<file path="src/rtl/rx_pipe_pkg.sv">
package rx_pipe_pkg;
    localparam int BANK_SLOTS = 2;

    typedef enum logic [1:0] {
        RA_STATUS = 2'd0,
        RA_CTRL   = 2'd1,
        RA_COUNT  = 2'd2,
        RA_DATA   = 2'd3
    } reg_addr_e;

    localparam int ST_RXIN  = 0;
    localparam int ST_OWN   = 1;
    localparam int ST_ERR   = 2;
    localparam int ST_BANK  = 3;

    localparam int CT_RXIE  = 0;
    localparam int CT_ERRIE = 1;
    localparam int CT_ISO   = 2;
endpackage

</file>
<file path="src/rtl/rx_bank_mem.sv">
module rx_bank_mem #(
    parameter int NUM_BANKS = 2,
    parameter int DEPTH     = 16,
    parameter int DW        = 8,
    parameter int IDX_W     = 4
) (
    input  logic             clk,
    input  logic             we,
    input  logic             wbank,
    input  logic [IDX_W-1:0] widx,
    input  logic [DW-1:0]    wdata,
    input  logic             rbank,
    input  logic [IDX_W-1:0] ridx,
    output logic [DW-1:0]    rdata
);
    logic [DW-1:0] bank_rd [NUM_BANKS];

    for (genvar b = 0; b < NUM_BANKS; b++) begin : g_bank
        logic [DW-1:0] store [DEPTH];
        always_ff @(posedge clk) begin
            if (we && (wbank == 1'(b))) store[widx] <= wdata;
        end
        assign bank_rd[b] = store[ridx];
    end

    always_comb begin
        if ((NUM_BANKS > 1) && rbank) rdata = bank_rd[NUM_BANKS-1];
        else                          rdata = bank_rd[0];
    end
endmodule

</file>
<file path="src/rtl/rx_fill_ctrl.sv">
module rx_fill_ctrl
    import rx_pipe_pkg::*;
#(
    parameter int NUM_BANKS = 2,
    parameter int DEPTH     = 16,
    parameter int IDX_W     = 4,
    parameter int CNT_W     = 5
) (
    input  logic                               clk,
    input  logic                               rst_n,
    input  logic                               wr_valid,
    input  logic                               pkt_end,
    input  logic                               rel_en,
    input  logic                               rel_bank,
    output logic                               mem_we,
    output logic [IDX_W-1:0]                   mem_idx,
    output logic                               fill_bank,
    output logic [BANK_SLOTS-1:0]              full_o,
    output logic [BANK_SLOTS-1:0][CNT_W-1:0]   cnt_o,
    output logic                               done_o,
    output logic                               no_bank_o
);
    localparam logic MULTI = (NUM_BANKS > 1);

    typedef struct packed {
        logic                             ptr;
        logic [CNT_W-1:0]                 wcnt;
        logic [BANK_SLOTS-1:0]            full;
        logic [BANK_SLOTS-1:0][CNT_W-1:0] cnt;
    } fill_t;

    fill_t s_d, s_q;
    logic cur_full_d;
    logic room_d;
    logic [CNT_W-1:0] len_d;

    always_comb begin
        s_d        = s_q;
        cur_full_d = s_q.full[s_q.ptr];
        room_d     = (s_q.wcnt < CNT_W'(DEPTH));
        mem_we     = wr_valid && !cur_full_d && room_d;
        done_o     = pkt_end && !cur_full_d;
        len_d      = s_q.wcnt + (mem_we ? CNT_W'(1) : CNT_W'(0));
        if (mem_we) s_d.wcnt = len_d;
        if (rel_en) s_d.full[rel_bank] = 1'b0;
        if (done_o) begin
            s_d.full[s_q.ptr] = 1'b1;
            s_d.cnt[s_q.ptr]  = len_d;
            s_d.wcnt          = '0;
            s_d.ptr           = MULTI ? ~s_q.ptr : 1'b0;
        end
    end

    always_ff @(posedge clk) begin
        if (!rst_n) s_q <= '0;
        else        s_q <= s_d;
    end

    assign mem_idx   = s_q.wcnt[IDX_W-1:0];
    assign fill_bank = s_q.ptr;
    assign full_o    = s_q.full;
    assign cnt_o     = s_q.cnt;
    assign no_bank_o = cur_full_d;


    count_limit_chk: assert property (@(posedge clk) disable iff (!rst_n)
        s_q.wcnt <= CNT_W'(DEPTH));


    fill_ptr_move_chk: assert property (@(posedge clk) disable iff (!rst_n)
        !$stable(s_q.ptr) |-> $past(done_o));

    for (genvar b = 0; b < BANK_SLOTS; b++) begin : g_hold

        bank_hold_chk: assert property (@(posedge clk) disable iff (!rst_n)
            (s_q.full[b] && !(rel_en && (rel_bank == 1'(b)))) |=> s_q.full[b]);
    end
endmodule

</file>
<file path="src/rtl/rx_cpu_ctrl.sv">
module rx_cpu_ctrl
    import rx_pipe_pkg::*;
#(
    parameter int NUM_BANKS = 2,
    parameter int DW        = 8,
    parameter int IDX_W     = 4,
    parameter int CNT_W     = 5
) (
    input  logic                  clk,
    input  logic                  rst_n,
    input  logic                  cpu_wr,
    input  logic                  cpu_rd,
    input  logic [1:0]            cpu_addr,
    input  logic [DW-1:0]         cpu_wdata,
    input  logic [BANK_SLOTS-1:0] full_q,
    input  logic                  done,
    input  logic                  done_bank,
    input  logic                  done_err,
    input  logic [CNT_W-1:0]      cnt_cur,
    input  logic [DW-1:0]         mem_rdata,
    output logic [DW-1:0]         cpu_rdata,
    output logic                  rx_irq,
    output logic                  err_irq,
    output logic                  rel_o,
    output logic                  bank_o,
    output logic [IDX_W-1:0]      ridx_o
);
    localparam logic MULTI = (NUM_BANKS > 1);

    typedef struct packed {
        logic             ptr;
        logic [IDX_W-1:0] ridx;
        logic             rxin;
        logic             own;
        logic             err;
        logic             rx_ie;
        logic             err_ie;
        logic             iso;
    } cpu_t;

    cpu_t s_d, s_q;
    reg_addr_e addr;
    logic wr_stat, wr_ctrl, pop, rel, hit, nxt, nxt_full;
    logic unused_wbits;

    assign unused_wbits = ^cpu_wdata;

    always_comb begin
        s_d      = s_q;
        addr     = reg_addr_e'(cpu_addr);
        wr_stat  = cpu_wr && (addr == RA_STATUS);
        wr_ctrl  = cpu_wr && (addr == RA_CTRL);
        pop      = cpu_rd && (addr == RA_DATA);
        rel      = wr_stat && !cpu_wdata[ST_OWN] && s_q.own;
        hit      = done && (done_bank == s_q.ptr);
        nxt      = MULTI ? ~s_q.ptr : 1'b0;
        nxt_full = ((nxt != s_q.ptr) && full_q[nxt]) || (done && (done_bank == nxt));
        if (rel) begin
            s_d.ptr  = nxt;
            s_d.ridx = '0;
            s_d.own  = nxt_full;
            s_d.rxin = nxt_full;
        end else begin
            if (wr_stat && !cpu_wdata[ST_RXIN]) s_d.rxin = 1'b0;
            if (hit) begin
                s_d.rxin = 1'b1;
                s_d.own  = 1'b1;
            end
            if (pop) s_d.ridx = s_q.ridx + IDX_W'(1);
        end
        if (wr_stat && !cpu_wdata[ST_ERR]) s_d.err = 1'b0;
        if (done && done_err && s_q.iso)   s_d.err = 1'b1;
        if (wr_ctrl) begin
            s_d.rx_ie  = cpu_wdata[CT_RXIE];
            s_d.err_ie = cpu_wdata[CT_ERRIE];
            s_d.iso    = cpu_wdata[CT_ISO];
        end
    end

    always_ff @(posedge clk) begin
        if (!rst_n) s_q <= '0;
        else        s_q <= s_d;
    end

    always_comb begin
        unique case (addr)
            RA_STATUS: cpu_rdata = DW'({s_q.ptr, s_q.err, s_q.own, s_q.rxin});
            RA_CTRL:   cpu_rdata = DW'({s_q.iso, s_q.err_ie, s_q.rx_ie});
            RA_COUNT:  cpu_rdata = DW'(cnt_cur);
            default:   cpu_rdata = mem_rdata;
        endcase
    end

    assign rx_irq  = s_q.rxin && s_q.rx_ie;
    assign err_irq = s_q.err && s_q.err_ie;
    assign rel_o   = rel;
    assign bank_o  = s_q.ptr;
    assign ridx_o  = s_q.ridx;


    own_rise_chk: assert property (@(posedge clk) disable iff (!rst_n)
        $rose(s_q.own) |-> $past(hit || rel));


    rxin_rise_chk: assert property (@(posedge clk) disable iff (!rst_n)
        $rose(s_q.rxin) |-> $past(hit || rel));


    read_restart_chk: assert property (@(posedge clk) disable iff (!rst_n)
        rel |=> (s_q.ridx == '0) && (s_q.rxin == s_q.own));


    single_bank_chk: assert property (@(posedge clk) disable iff (!rst_n)
        !MULTI |-> !s_q.ptr);
endmodule

</file>
<file path="src/rtl/rx_pipe_buf.sv">
module rx_pipe_buf
    import rx_pipe_pkg::*;
#(
    parameter int NUM_BANKS  = 2,
    parameter int BANK_BYTES = 16,
    parameter int DATA_W     = 8
) (
    input  logic              clk,
    input  logic              rst_n,
    input  logic              bus_wr_valid,
    input  logic [DATA_W-1:0] bus_wr_data,
    input  logic              bus_pkt_end,
    input  logic              bus_crc_err,
    output logic              bus_no_bank,
    input  logic              cpu_wr,
    input  logic              cpu_rd,
    input  logic [1:0]        cpu_addr,
    input  logic [DATA_W-1:0] cpu_wdata,
    output logic [DATA_W-1:0] cpu_rdata,
    output logic              rx_irq,
    output logic              err_irq
);
    localparam int IDX_W = $clog2(BANK_BYTES);
    localparam int CNT_W = $clog2(BANK_BYTES + 1);

    logic                             mem_we, fill_bank, done, rel, cpu_bank;
    logic [IDX_W-1:0]                 mem_idx, ridx;
    logic [BANK_SLOTS-1:0]            full;
    logic [BANK_SLOTS-1:0][CNT_W-1:0] cnt;
    logic [DATA_W-1:0]                mem_rdata;

    rx_fill_ctrl #(.NUM_BANKS(NUM_BANKS), .DEPTH(BANK_BYTES), .IDX_W(IDX_W), .CNT_W(CNT_W)) u_fill (
        .clk(clk), .rst_n(rst_n), .wr_valid(bus_wr_valid), .pkt_end(bus_pkt_end),
        .rel_en(rel), .rel_bank(cpu_bank), .mem_we(mem_we), .mem_idx(mem_idx),
        .fill_bank(fill_bank), .full_o(full), .cnt_o(cnt), .done_o(done),
        .no_bank_o(bus_no_bank)
    );

    rx_bank_mem #(.NUM_BANKS(NUM_BANKS), .DEPTH(BANK_BYTES), .DW(DATA_W), .IDX_W(IDX_W)) u_mem (
        .clk(clk), .we(mem_we), .wbank(fill_bank), .widx(mem_idx), .wdata(bus_wr_data),
        .rbank(cpu_bank), .ridx(ridx), .rdata(mem_rdata)
    );

    rx_cpu_ctrl #(.NUM_BANKS(NUM_BANKS), .DW(DATA_W), .IDX_W(IDX_W), .CNT_W(CNT_W)) u_cpu (
        .clk(clk), .rst_n(rst_n), .cpu_wr(cpu_wr), .cpu_rd(cpu_rd), .cpu_addr(cpu_addr),
        .cpu_wdata(cpu_wdata), .full_q(full), .done(done), .done_bank(fill_bank),
        .done_err(bus_crc_err), .cnt_cur(cnt[cpu_bank]), .mem_rdata(mem_rdata),
        .cpu_rdata(cpu_rdata), .rx_irq(rx_irq), .err_irq(err_irq), .rel_o(rel),
        .bank_o(cpu_bank), .ridx_o(ridx)
    );
endmodule

</file>
<file path="config.mk">
export PLATFORM = sky130hd
export DESIGN_NAME = rx_pipe_buf
export DESIGN_NICKNAME = d
export VERILOG_FILES = /design/src/rtl/rx_pipe_pkg.sv /design/src/rtl/rx_bank_mem.sv /design/src/rtl/rx_fill_ctrl.sv /design/src/rtl/rx_cpu_ctrl.sv /design/src/rtl/rx_pipe_buf.sv
export SDC_FILE = /design/constraint.sdc
export NUM_CORES = 1
export LEC_CHECK = 0
export CAP_MARGIN = 25
export CORE_MARGIN = 4
export CORE_UTILIZATION = 60
export DETAILED_ROUTE_END_ITERATION = 10
export PLACE_DENSITY_LB_ADDON = 0.12
export SYNTH_ARGS = -nofsm -noshare
export SYNTH_HDL_FRONTEND = slang
export SYNTH_HIERARCHICAL = 1
export SYNTH_SLANG_ARGS = --single-unit
</file>
<file path="constraint.sdc">
create_clock -name clk -period 10.8 [get_ports clk]
set_input_delay 2.7 -clock clk [delete_from_list [all_inputs] [get_ports clk]]
set_output_delay 2.7 -clock clk [all_outputs]
set_load 0.1 [all_outputs]
</file>
==> impl_metrics.ini <==
[clock_network]
cts_resized = 0
postCtsSetupBuffers = 0
path_clk_slew_ns = 0.06
clock_sinks = 285
cts_buffers = 28
clk_path_buf_depth = 3
cts_tree = yes
cts-hold-fix-buffers = 0
clockRootBuffer = clkbuf_16
clkLatencyLatePin_ns = 0.53
h-tree-depth = 1

[worst_setup_path]
path_cells = clkdlybuf4s50_1 > mux4_2 > clkdlybuf4s50_1
crit_type = in2out
crit_path_end_kind = output pin
crit_path_frequent_cell = clkdlybuf4s50_1
cp_slowest_cell = clkdlybuf4s50_1
cp_top_family = buffers and inverters
cp.buffers_inverters = 2
path_max_fanout = 13
cpPeakStageDelay_ns = 0.98
critPathLaunchType = input port
cp.arrival_ns = 5.04
required_ns = 8.10

[synthesis]
synth_adder_area_share_pct = 0.327
avgSynthCellArea_um2 = 19.6
synth-seq-cells = 285
synth_edf_count = 256
synth_compound_gate_area_share_pct = 1.92
syn_inst = 587
ys_seq_area_share_pct = 71.9
syn_nets = 615
synth_mux_area_share_pct = 18.5
async_flop_share_pct = 0
synth_top_family_by_area = multiplexers
synth-simple-area-share_pct = 4.26
synth_ff_type = edfxtp_1
ys.warnings.count = 6
synthXorXnorAreaFrac_pct = 0.457
synthDistinctLibCells = 41
syn_area_um2 = 11500

[pwr]
leakagePower_nw = 4.00
peakVddDrop_v = 0.000141
power.density_nw_per_um2 = 175

[grt]
grt_max_degree = 38
grt_use_total_pct = 21.3
overflow = 0
grt_pass1_vias = 5590
grt_pass1_wl_mm = 34.5
antenna_found_initial = 1

[placement]
portBuffers = 30
place.gp.congestion = 0.861
place_inst = 808
place_hpwl_mm = 14.0
place_ws_ns = 3.05

[floorplanning]
pin_count = 36
start_util_pct = 61.2
die-area_um2 = 21400
die_h_um = 146
fp-row-count = 50
fp.coreArea_um2 = 18800
die_w_um = 146

[finish]
fin_util_pct = 68.4
stdcell_count = 865
diodes = 0
drive_above_1_share_pct = 24.4
area_growth_pct = 11.7
fin_nets = 640

[drt]
drt_iter0_drc = 436
first_pass_iters = 5
vias = 5552
ant_nets = 0
finalWirelength_mm = 22.1
wl_per_cell_um = 25.6
drc = 0
drt-vias-per-instance = 6.42

[timing]
rsz0062_at_grt = false
final-hold-violation-count = 0
relSlewSlack_pct = 34.4
setup_violations = 0
slew_violations = 0
setup_tns_ns = 0
layout_min_cycle_time_ns = 7.74
setup_slack_ns = 3.06
clock_skew_ns = 0.0131
clock.fmax_mhz = 129
final.period_utilization_pct = 71.6
worst_pin_slew_ns = 0.981

[min_path]
hold_path.class = reg2reg

[status]
status = complete, no violations

[run]
max-cap-violations = 0
==> cell type report <==
cell class | instances | area, um^2
Inverter | 3 | 11.3
Clock inverter | 15 | 101
Clock buffer | 34 | 744
Sequential cell | 285 | 8270
Multi-Input combinational cell | 252 | 2930
Tap cell | 234 | 293
Fill cell | 1189 | 5930
Timing Repair Buffer | 42 | 485
==> metrics by stage <==
stage	hold slack, ns	total power [mW]	cell area, um^2
2_1_floorplan	0.455	1.33	11500
3_3_place_gp	0.470	1.37	11800
3_5_place_dp	0.487	1.38	11800
4_1_cts	0.504	2.26	12700
5_1_grt	0.538	2.33	12800
6_report	0.500	2.25	12800
==> cell families after synthesis <==
logic type,Yosys count
AOI/OAI and AO/OA,38
and+or+nand+nor,98
muxes,107
xor gates and xnor gates,6
buffers and inverters,50
DFF,285
adders and majority gates,3
==> worst register-to-register path, stage by stage (launching register included) <==
cell and delay (ns):
dfxtp_1 0.68, mux2i_2 0.40, inv_2 0.14, nor2_1 0.44
nor2b_1 0.33, nand3_1 0.21, nor2_1 0.69
==> report_power, final <==
group,switching [mW],internal [mW]
clock,0.378,0.511
combinational,0.0807,0.0570
sequential,0.0112,1.21
==> registers in the layout (all words and copies together) (netlist names), named ones only <==
name and cells:
u_mem/g_bank.store 256, u_fill/fill_bank 1, u_fill/full_o 2, u_cpu/bank_o 1, u_fill/mem_idx 4, u_cpu/ridx_o 4, u_cpu/s_q 6, u_fill/s_q 1
==> per-layer routing <==
layer	part of all wire (%)	wire length (um)	vias to the layer above	global-route usage [%]
met4	1.6	361	2	4.42
met5	0.059	13	-	0
met3	7.9	1740	34	4.13
li1	-	-	2416	-
met1	43	9570	2899	33.1
met2	47	10400	201	32.3
==> final timing paths <==
kind	start	to	slack, ns	cells after the start
setup reg to reg	u_fill/fill_bank	u_mem/g_bank[0].store[13][1]	7.55	6
hold reg to reg	flop	flop	0.50	1
setup / recovery	cpu_addr[1]	cpu_rdata[0]	3.06	3
hold / removal	flop	flop	0.50	1
==> Yosys cell counts (2+ instances only) <==
| master | n | area, um^2 |
|---|---|---|
| edfxtp_1 | 256 | 7690 |
| mux4_2 | 83 | 1870 |
| nor2_1 | 43 | 161 |
| dfxtp_1 | 29 | 581 |
| buf_4 | 26 | 195 |
| o21ai_0 | 15 | 75.1 |
| a21oi_1 | 14 | 70.1 |
| mux2_2 | 13 | 146 |
| nor2b_1 | 13 | 81.3 |
| clkbuf_1 | 11 | 41.3 |
| nand3_1 | 11 | 55.1 |
| mux2i_1 | 10 | 100 |
| nand2_1 | 7 | 26.3 |
| buf_1 | 6 | 22.5 |
| nand2b_1 | 6 | 37.5 |
| and3_1 | 4 | 25.0 |
| buf_2 | 3 | 15.0 |
| ha_1 | 3 | 37.5 |
| or3_1 | 3 | 18.8 |
| xnor2_1 | 3 | 26.3 |
| xor2_1 | 3 | 26.3 |
| and2_1 | 2 | 12.5 |
| inv_1 | 2 | 7.51 |
| nand3b_1 | 2 | 15.0 |
| nand4_1 | 2 | 12.5 |
| o211a_1 | 2 | 20.0 |
==> cell usage in the layout, fill, tap and decap left out, types with 2 or more instances in the layout <==
master,Yosys,layout
o211a_1,2,2
dfxtp_1,29,27
buf_8,0,5
nand2b_1,6,6
and2_1,2,2
mux4_2,83,83
nor2_1,43,43
mux2_2,13,13
nand3_1,11,11
nand4_1,2,2
o21ai_0,15,15
edfxtp_1,256,256
a21oi_1,14,14
clkbuf_1,11,5
xnor2_1,3,3
clkbuf_16,0,30
clkinv_2,0,7
and3_1,4,4
xor2_1,3,3
nand2_1,7,7
ha_1,3,3
buf_4,26,4
nor2b_1,13,13
clkdlybuf4s50_1,0,30
or3_1,3,3
nand3b_1,2,2
inv_1,2,2
clkinv_1,0,4
buf_16,0,2
mux2i_1,10,10
No activity file was read; power rests on OpenSTA's default activity.
